--- src/rtl/sc16_pkg.sv ---
package sc16_pkg;
  localparam int WORD_W = 16;
  localparam int REG_AW = 3;

  typedef struct packed {
    logic       mb;   // operand B from immediate
    logic       md;   // write-back from data memory
    logic       rw;   // register write
    logic       mw;   // data-memory write
    logic       pl;   // PC load (branch or jump)
    logic       jb;   // jump when 1, branch when 0
    logic       bc;   // branch on N when 1, on Z when 0
    logic [3:0] fs;   // function select
  } ctrl_t;

  localparam logic [3:0] FS_PASS_A = 4'b0000;
  localparam logic [3:0] FS_INC    = 4'b0001;
  localparam logic [3:0] FS_ADD    = 4'b0010;
  localparam logic [3:0] FS_ADD1   = 4'b0011;
  localparam logic [3:0] FS_ADDNB  = 4'b0100;
  localparam logic [3:0] FS_SUB    = 4'b0101;
  localparam logic [3:0] FS_DEC    = 4'b0110;
  localparam logic [3:0] FS_PASS_2 = 4'b0111;
  localparam logic [3:0] FS_AND    = 4'b1000;
  localparam logic [3:0] FS_OR     = 4'b1001;
  localparam logic [3:0] FS_XOR    = 4'b1010;
  localparam logic [3:0] FS_NOT    = 4'b1011;
  localparam logic [3:0] FS_PASS_B = 4'b1100;
  localparam logic [3:0] FS_SHR    = 4'b1101;
  localparam logic [3:0] FS_SHL    = 4'b1110;
endpackage

--- src/rtl/sc16_decode.sv ---
module sc16_decode
  import sc16_pkg::*;
#(
  parameter int DW = 16
) (
  input  logic [15:0]     instr,
  output ctrl_t           ctrl,
  output logic [2:0]      dr,
  output logic [2:0]      sa,
  output logic [2:0]      sb,
  output logic [DW-1:0]   imm,
  output logic [DW-1:0]   offs
);
  localparam int IMM_W = 3;
  localparam int OFF_W = 6;

  logic [OFF_W-1:0] ad;

  always_comb begin
    ctrl.mb = instr[15];
    ctrl.md = instr[13];
    ctrl.rw = ~instr[14];
    ctrl.mw = ~instr[15] & instr[14];
    ctrl.pl = instr[15] & instr[14];
    ctrl.jb = instr[13];
    ctrl.bc = instr[9];
    // the condition bit is masked off so branches and jumps pass A through
    ctrl.fs = {instr[12:10], instr[9] & ~(instr[15] & instr[14])};
  end

  assign dr   = instr[8:6];
  assign sa   = instr[5:3];
  assign sb   = instr[2:0];
  assign imm  = {{(DW-IMM_W){1'b0}}, instr[2:0]};
  assign ad   = {instr[8:6], instr[2:0]};
  assign offs = {{(DW-OFF_W){ad[OFF_W-1]}}, ad};
endmodule

--- src/rtl/sc16_func_unit.sv ---
module sc16_func_unit
  import sc16_pkg::*;
#(
  parameter int DW = 16
) (
  input  logic [3:0]    fs,
  input  logic [DW-1:0] a,
  input  logic [DW-1:0] b,
  output logic [DW-1:0] f
);
  localparam logic [DW-1:0] ONE = DW'(1);

  always_comb begin
    unique case (fs)
      FS_PASS_A: f = a;
      FS_INC:    f = a + ONE;
      FS_ADD:    f = a + b;
      FS_ADD1:   f = a + b + ONE;
      FS_ADDNB:  f = a + ~b;
      FS_SUB:    f = a + ~b + ONE;
      FS_DEC:    f = a - ONE;
      FS_PASS_2: f = a;
      FS_AND:    f = a & b;
      FS_OR:     f = a | b;
      FS_XOR:    f = a ^ b;
      FS_NOT:    f = ~a;
      FS_PASS_B: f = b;
      FS_SHR:    f = {1'b0, b[DW-1:1]};
      FS_SHL:    f = {b[DW-2:0], 1'b0};
      default:   f = b;
    endcase
  end
endmodule

--- src/rtl/sc16_pc.sv ---
module sc16_pc #(
  parameter int PCW = 16
) (
  input  logic           clk,
  input  logic           rst,
  input  logic           pl,
  input  logic           jb,
  input  logic           bc,
  input  logic           n,
  input  logic           z,
  input  logic [PCW-1:0] jaddr,
  input  logic [PCW-1:0] offs,
  output logic [PCW-1:0] pc
);
  localparam logic [PCW-1:0] STEP = PCW'(1);

  logic           take_br;
  logic [PCW-1:0] pc_nxt;

  always_comb begin
    take_br = bc ? n : z;
    if (pl && jb)           pc_nxt = jaddr;
    else if (pl && take_br) pc_nxt = pc + offs;
    else                    pc_nxt = pc + STEP;
  end

  always_ff @(posedge clk) begin
    if (rst) pc <= '0;
    else     pc <= pc_nxt;
  end

  assert_count_up_R2: assert property (@(posedge clk) disable iff (rst)
    (!$past(rst) && !$past(pl)) |-> (pc == $past(pc) + STEP));

  assert_jump_target_R11: assert property (@(posedge clk) disable iff (rst)
    (!$past(rst) && $past(pl) && $past(jb)) |-> (pc == $past(jaddr)));
endmodule

--- src/rtl/sc16_regfile.sv ---
module sc16_regfile #(
  parameter int DW    = 16,
  parameter int NREGS = 8
) (
  input  logic                     clk,
  input  logic                     we,
  input  logic [$clog2(NREGS)-1:0] waddr,
  input  logic [DW-1:0]            wdata,
  input  logic [$clog2(NREGS)-1:0] raddr_a,
  input  logic [$clog2(NREGS)-1:0] raddr_b,
  output logic [DW-1:0]            rdata_a,
  output logic [DW-1:0]            rdata_b
);
  logic [DW-1:0] regs [NREGS];

  always_ff @(posedge clk) begin
    if (we) regs[waddr] <= wdata;
  end

  assign rdata_a = regs[raddr_a];
  assign rdata_b = regs[raddr_b];
endmodule

--- src/rtl/sc16_core.sv ---
module sc16_core
  import sc16_pkg::*;
#(
  parameter int IMEM_DEPTH = 64,
  parameter int DMEM_DEPTH = 64
) (
  input  logic        clk,
  input  logic        rst,
  input  logic        ld_imem_we,
  input  logic        ld_dmem_we,
  input  logic [15:0] ld_addr,
  input  logic [15:0] ld_data,
  output logic [15:0] pc_o,
  output logic [15:0] instr_o,
  output logic        rf_we_o,
  output logic [2:0]  rf_waddr_o,
  output logic [15:0] rf_wdata_o,
  output logic        dm_we_o,
  output logic [15:0] dm_addr_o,
  output logic [15:0] dm_wdata_o,
  output logic        flag_n_o,
  output logic        flag_z_o
);
  localparam int DW    = WORD_W;
  localparam int NREGS = 1 << REG_AW;
  localparam int IAW   = $clog2(IMEM_DEPTH);
  localparam int DAW   = $clog2(DMEM_DEPTH);

  logic [DW-1:0] imem [IMEM_DEPTH];
  logic [DW-1:0] dmem [DMEM_DEPTH];

  logic [DW-1:0] pc, instr, bus_a, bus_b, reg_b, imm, offs, fu_f, dm_rdata, wb_data;
  logic [2:0]    dr, sa, sb;
  ctrl_t         ctrl;
  logic          n_flag, z_flag, rf_we, dm_we;

  // instruction memory: loader write, asynchronous fetch
  always_ff @(posedge clk) begin
    if (rst && ld_imem_we) imem[ld_addr[IAW-1:0]] <= ld_data;
  end
  assign instr = imem[pc[IAW-1:0]];

  sc16_decode #(.DW(DW)) u_dec (
    .instr (instr),
    .ctrl  (ctrl),
    .dr    (dr),
    .sa    (sa),
    .sb    (sb),
    .imm   (imm),
    .offs  (offs)
  );

  assign rf_we = ctrl.rw & ~rst;
  assign dm_we = ctrl.mw & ~rst;

  sc16_regfile #(.DW(DW), .NREGS(NREGS)) u_rf (
    .clk     (clk),
    .we      (rf_we),
    .waddr   (dr),
    .wdata   (wb_data),
    .raddr_a (sa),
    .raddr_b (sb),
    .rdata_a (bus_a),
    .rdata_b (reg_b)
  );

  assign bus_b = ctrl.mb ? imm : reg_b;

  sc16_func_unit #(.DW(DW)) u_fu (
    .fs (ctrl.fs),
    .a  (bus_a),
    .b  (bus_b),
    .f  (fu_f)
  );

  assign n_flag = fu_f[DW-1];
  assign z_flag = (fu_f == '0);

  // data memory: one write port shared by the loader and the store path
  always_ff @(posedge clk) begin
    if (rst && ld_dmem_we) dmem[ld_addr[DAW-1:0]] <= ld_data;
    else if (dm_we)        dmem[bus_a[DAW-1:0]]   <= bus_b;
  end
  assign dm_rdata = dmem[bus_a[DAW-1:0]];

  assign wb_data = ctrl.md ? dm_rdata : fu_f;

  sc16_pc #(.PCW(DW)) u_pc (
    .clk   (clk),
    .rst   (rst),
    .pl    (ctrl.pl),
    .jb    (ctrl.jb),
    .bc    (ctrl.bc),
    .n     (n_flag),
    .z     (z_flag),
    .jaddr (bus_a),
    .offs  (offs),
    .pc    (pc)
  );

  assign pc_o       = pc;
  assign instr_o    = instr;
  assign rf_we_o    = rf_we;
  assign rf_waddr_o = dr;
  assign rf_wdata_o = wb_data;
  assign dm_we_o    = dm_we;
  assign dm_addr_o  = bus_a;
  assign dm_wdata_o = bus_b;
  assign flag_n_o   = n_flag;
  assign flag_z_o   = z_flag;

  assert_branch_passes_a_R12: assert property (@(posedge clk) disable iff (rst)
    (instr[15:14] == 2'b11) |-> (fu_f == bus_a));

  assert_imm_zero_fill_R6: assert property (@(posedge clk) disable iff (rst)
    (instr[15] && !instr[14]) |-> (bus_b == {{(DW-3){1'b0}}, instr[2:0]}));

  assert_store_no_rf_write_R8: assert property (@(posedge clk) disable iff (rst)
    dm_we_o |-> (!rf_we_o && dm_wdata_o == reg_b));

  assert_reset_quiet_R1: assert property (@(posedge clk)
    rst |-> (!rf_we_o && !dm_we_o));
endmodule

--- config.mk ---
export PLATFORM = sky130hd
export DESIGN_NAME = sc16_core
export DESIGN_NICKNAME = d
export VERILOG_FILES = /design/src/rtl/sc16_pkg.sv /design/src/rtl/sc16_decode.sv /design/src/rtl/sc16_func_unit.sv /design/src/rtl/sc16_pc.sv /design/src/rtl/sc16_regfile.sv /design/src/rtl/sc16_core.sv
export SDC_FILE = /design/constraint.sdc
export NUM_CORES = 2
export LEC_CHECK = 0
export BUFFER_PORTS_ARGS = -buffer_cell sky130_fd_sc_hd__buf_2
export CORE_MARGIN = 8
export CORE_UTILIZATION = 52
export CTS_CLUSTER_SIZE = 20
export DETAILED_ROUTE_END_ITERATION = 8
export GPL_TIMING_DRIVEN = 0
export PLACE_DENSITY = 0.79
export SLEW_MARGIN = 0
export SYNTH_ARGS = -nofsm -noshare
export SYNTH_HDL_FRONTEND = slang
export SYNTH_SLANG_ARGS = --single-unit
--- constraint.sdc ---
create_clock -name clk -period 20.5 [get_ports clk]
set_clock_uncertainty 0.05 [all_clocks]
set_input_delay 6.15 -clock clk [delete_from_list [all_inputs] [get_ports clk]]
set_output_delay 6.15 -clock clk [all_outputs]
set_load 0.03 [all_outputs]
==> flow_summary.ini <==
[routing]
ant_nets = 0
drc = 0
drt_iter0_markers = 11000
wl_um = 321000
drt_pass1_iterations = 9
via_per_inst = 6.83
wl_per_cell_um = 34.0
via_count = 64400

[floorplan]
rows = 155
ioPinCount = 123
core_sq_um = 179000
initial_utilization_pct = 52.4
die_h_um = 440
die_area_sq_um = 194000
dieWidth_um = 440

[cts]
clock_sinks = 2192
numCtsBuffers = 209
clock_latency_ns = 0.89
cts.clk_slew.worst_paths_ns = 0.06
root_buffer = clkbuf_16
max-clock-path-buffers = 3
htree_levels = 4
cts_tree = done

[global_routing]
antenna_found_initial = 14
grt_usage_pct = 32.2
grt_first_pass_wirelength_um = 445000
grt_pass1_vias = 61200
grt.overflow.total = 0
grt_max_degree = 66

[timing]
whs_ns = 0.630
period_minus_slack_ns = 20.21
final-max-slew-violation-count = 19
rsz0062_at_grt = false
max_clock_freq_mhz = 49.5
min_period_over_period_pct = 98.6
worst_slew_pin_slew_ns = 1.63
hold_viol = 0
fin_tns_setup_ns = 0
slew_headroom_pct = -9.59
setup_violations = 0

[worst_setup_path]
required_ns = 14.30
worstSetupPathType = reg2out
critPathLaunchType = flop
cp_data_arrival_time_ns = 14.01
worstPathMaxFanout = 13
critPathSlowestCell = clkbuf_1
reg2reg_slack_ns = 3.64
end_kind = primary output
crit_top_cell = clkbuf_1
cpPeakStageDelay_ns = 0.90

[finish]
drive_above_1_share_pct = 15.9
multiInputGateArea_sq_um = 26300
regArea_sq_um = 65700
finalCoreUtilization_pct = 59.7
syn_to_final_growth_pct = 14.0
n_fill_cell = 12700
fin_cells = 9431
final_nets = 6998

[place]
gp_congestion = 1.05
placedCellCount = 9032
port_buffers = 109
hpwl_um = 213000

[logic_synthesis]
synth_edf_count = 2176
yosysUniqueCellTypes = 104
ys_seq_area_share_pct = 70.2
synthFlopType = edfxtp_1
syn_area_per_cell_sq_um = 14.5
synth_seq_cells = 2192
yosysWarnings = 0
netlist_area_sq_um = 93500
synth_cells = 6452
async_flop_share_pct = 0
synth.net_count = 6563

[run]
cap_violations = 4

[status]
status = finished with violations
violations = max-capacitance violations, max-slew violations

[min_path]
hold_path.class = reg2reg
## flip-flops by register name, indices dropped and copies added (netlist names)
signal and flops:
u_pc.pc 16, imem 1024, dmem 1024, u_rf.regs 128
## cell usage after synthesis (all sizes together), types with 13 or more instances
master	count	area (sq um)
buf	147	805
mux2i	191	1940
and2	25	156
inv	86	323
o21ai	83	419
mux4	258	5810
nor2	270	1030
a22oi	54	405
a211oi	34	255
nand3	589	2950
o211ai	30	225
o22ai	17	106
nor3	47	240
or3	13	81.3
edfxtp	2176	65300
xnor2	33	289
mux2	59	664
dfxtp	16	320
a311oi	159	1410
a31oi	55	344
a21oi	143	727
clkbuf	267	1000
nand4	22	153
ha	72	901
a221oi	13	126
and3	89	562
o21bai	15	113
o31ai	18	150
nor2b	27	169
a21o	19	143
nand2	1239	4660
## metrics by stage
stage	worst slack, ns	instance area (sq um)
after floorplan	5.27	93500
after global placement	0.824	97000
after detailed placement	1.17	99300
after CTS	0.0258	107000
after global routing	0.200	107000
final	0.295	107000
## worst max-delay path: cells and delay by family (launching register included)
| kind | cells | cell delay (ns) |
|---|---|---|
| xor+xnor | 1 | 0.46 |
| compound gates | 11 | 4.49 |
| flops | 1 | 0.42 |
| fa+ha+maj | 1 | 0.36 |
| mux | 3 | 0.84 |
| simple gates | 5 | 1.12 |
| buf+inv | 10 | 5.35 |
## cells by family (layout without fill, tap and decap cells)
| logic type | after synthesis | count (layout) | synth area share (%) |
|---|---|---|---|
| AOI/OAI and AO/OA | 758 | 758 | 5.91 |
| xor gates and xnor gates | 42 | 42 | 0.408 |
| adders and majority gates | 75 | 75 | 1.03 |
| buffers and inverters | 502 | 1115 | 2.29 |
| DFF | 2192 | 2192 | 70.2 |
| muxes | 508 | 508 | 9.00 |
| other | 0 | 11 | 0 |
| and+or+nand+nor | 2375 | 2375 | 11.2 |
## final timing paths
check | start | endpoint | depth (start not counted)
max reg2reg | u_pc.pc[3] | u_pc.pc[15] | 53
min | u_pc.pc[15] | u_pc.pc[15] | 3
min reg2reg | u_pc.pc[15] | u_pc.pc[15] | 3
max | u_pc.pc[3] | rf_wdata_o[15] | 31
## cells in the final DEF (no fill, tap or decap), drive strengths merged, types with 13 or more instances in the layout
cell	instances
nor2b	27
buf	372
ha	72
nand3	589
a21o	19
o21bai	15
nand2	1239
a21oi	143
a22oi	54
and2	25
and3	89
a221oi	13
clkinv	102
a211oi	34
edfxtp	2176
clkbuf	505
nor3	47
nand4	22
xnor2	33
inv	91
bufinv	34
mux2i	191
a311oi	159
o21ai	83
mux4	258
mux2	59
o22ai	17
o211ai	30
a31oi	55
o31ai	18
or3	13
nor2	270
dfxtp	16
## routing by layer
| layer | track usage (%) | routed length (um) |
|---|---|---|
| met1 | 40.4 | 106000 |
| met2 | 49.0 | 143000 |
| met3 | 8.92 | 44600 |
| met4 | 21.3 | 27400 |
| met5 | 0 | 23 |
## cell type report
class                   instances  share of cell area (%)
inverters                      88                   0.315
flip-flops and latches       2192                    61.6
well taps                    2355                    2.76
clock inverters               150                    1.81
clock buffers                 239                    5.01
multi-input cells            3758                    24.6
plain buffers                 413                    1.69
repair buffers                225                    2.15
diodes                         11                  0.0258
## timing repair
item / 4_1_cts / 5_1_grt
setup endpoints to repair: 0 / 8
setup buffers: 0 / 0
hold buffers: 0 / 0
resized for setup: 0 / 3
Power is not shown: default switching activity piles up to over one toggle a cycle in this logic, so the estimate is an artifact.
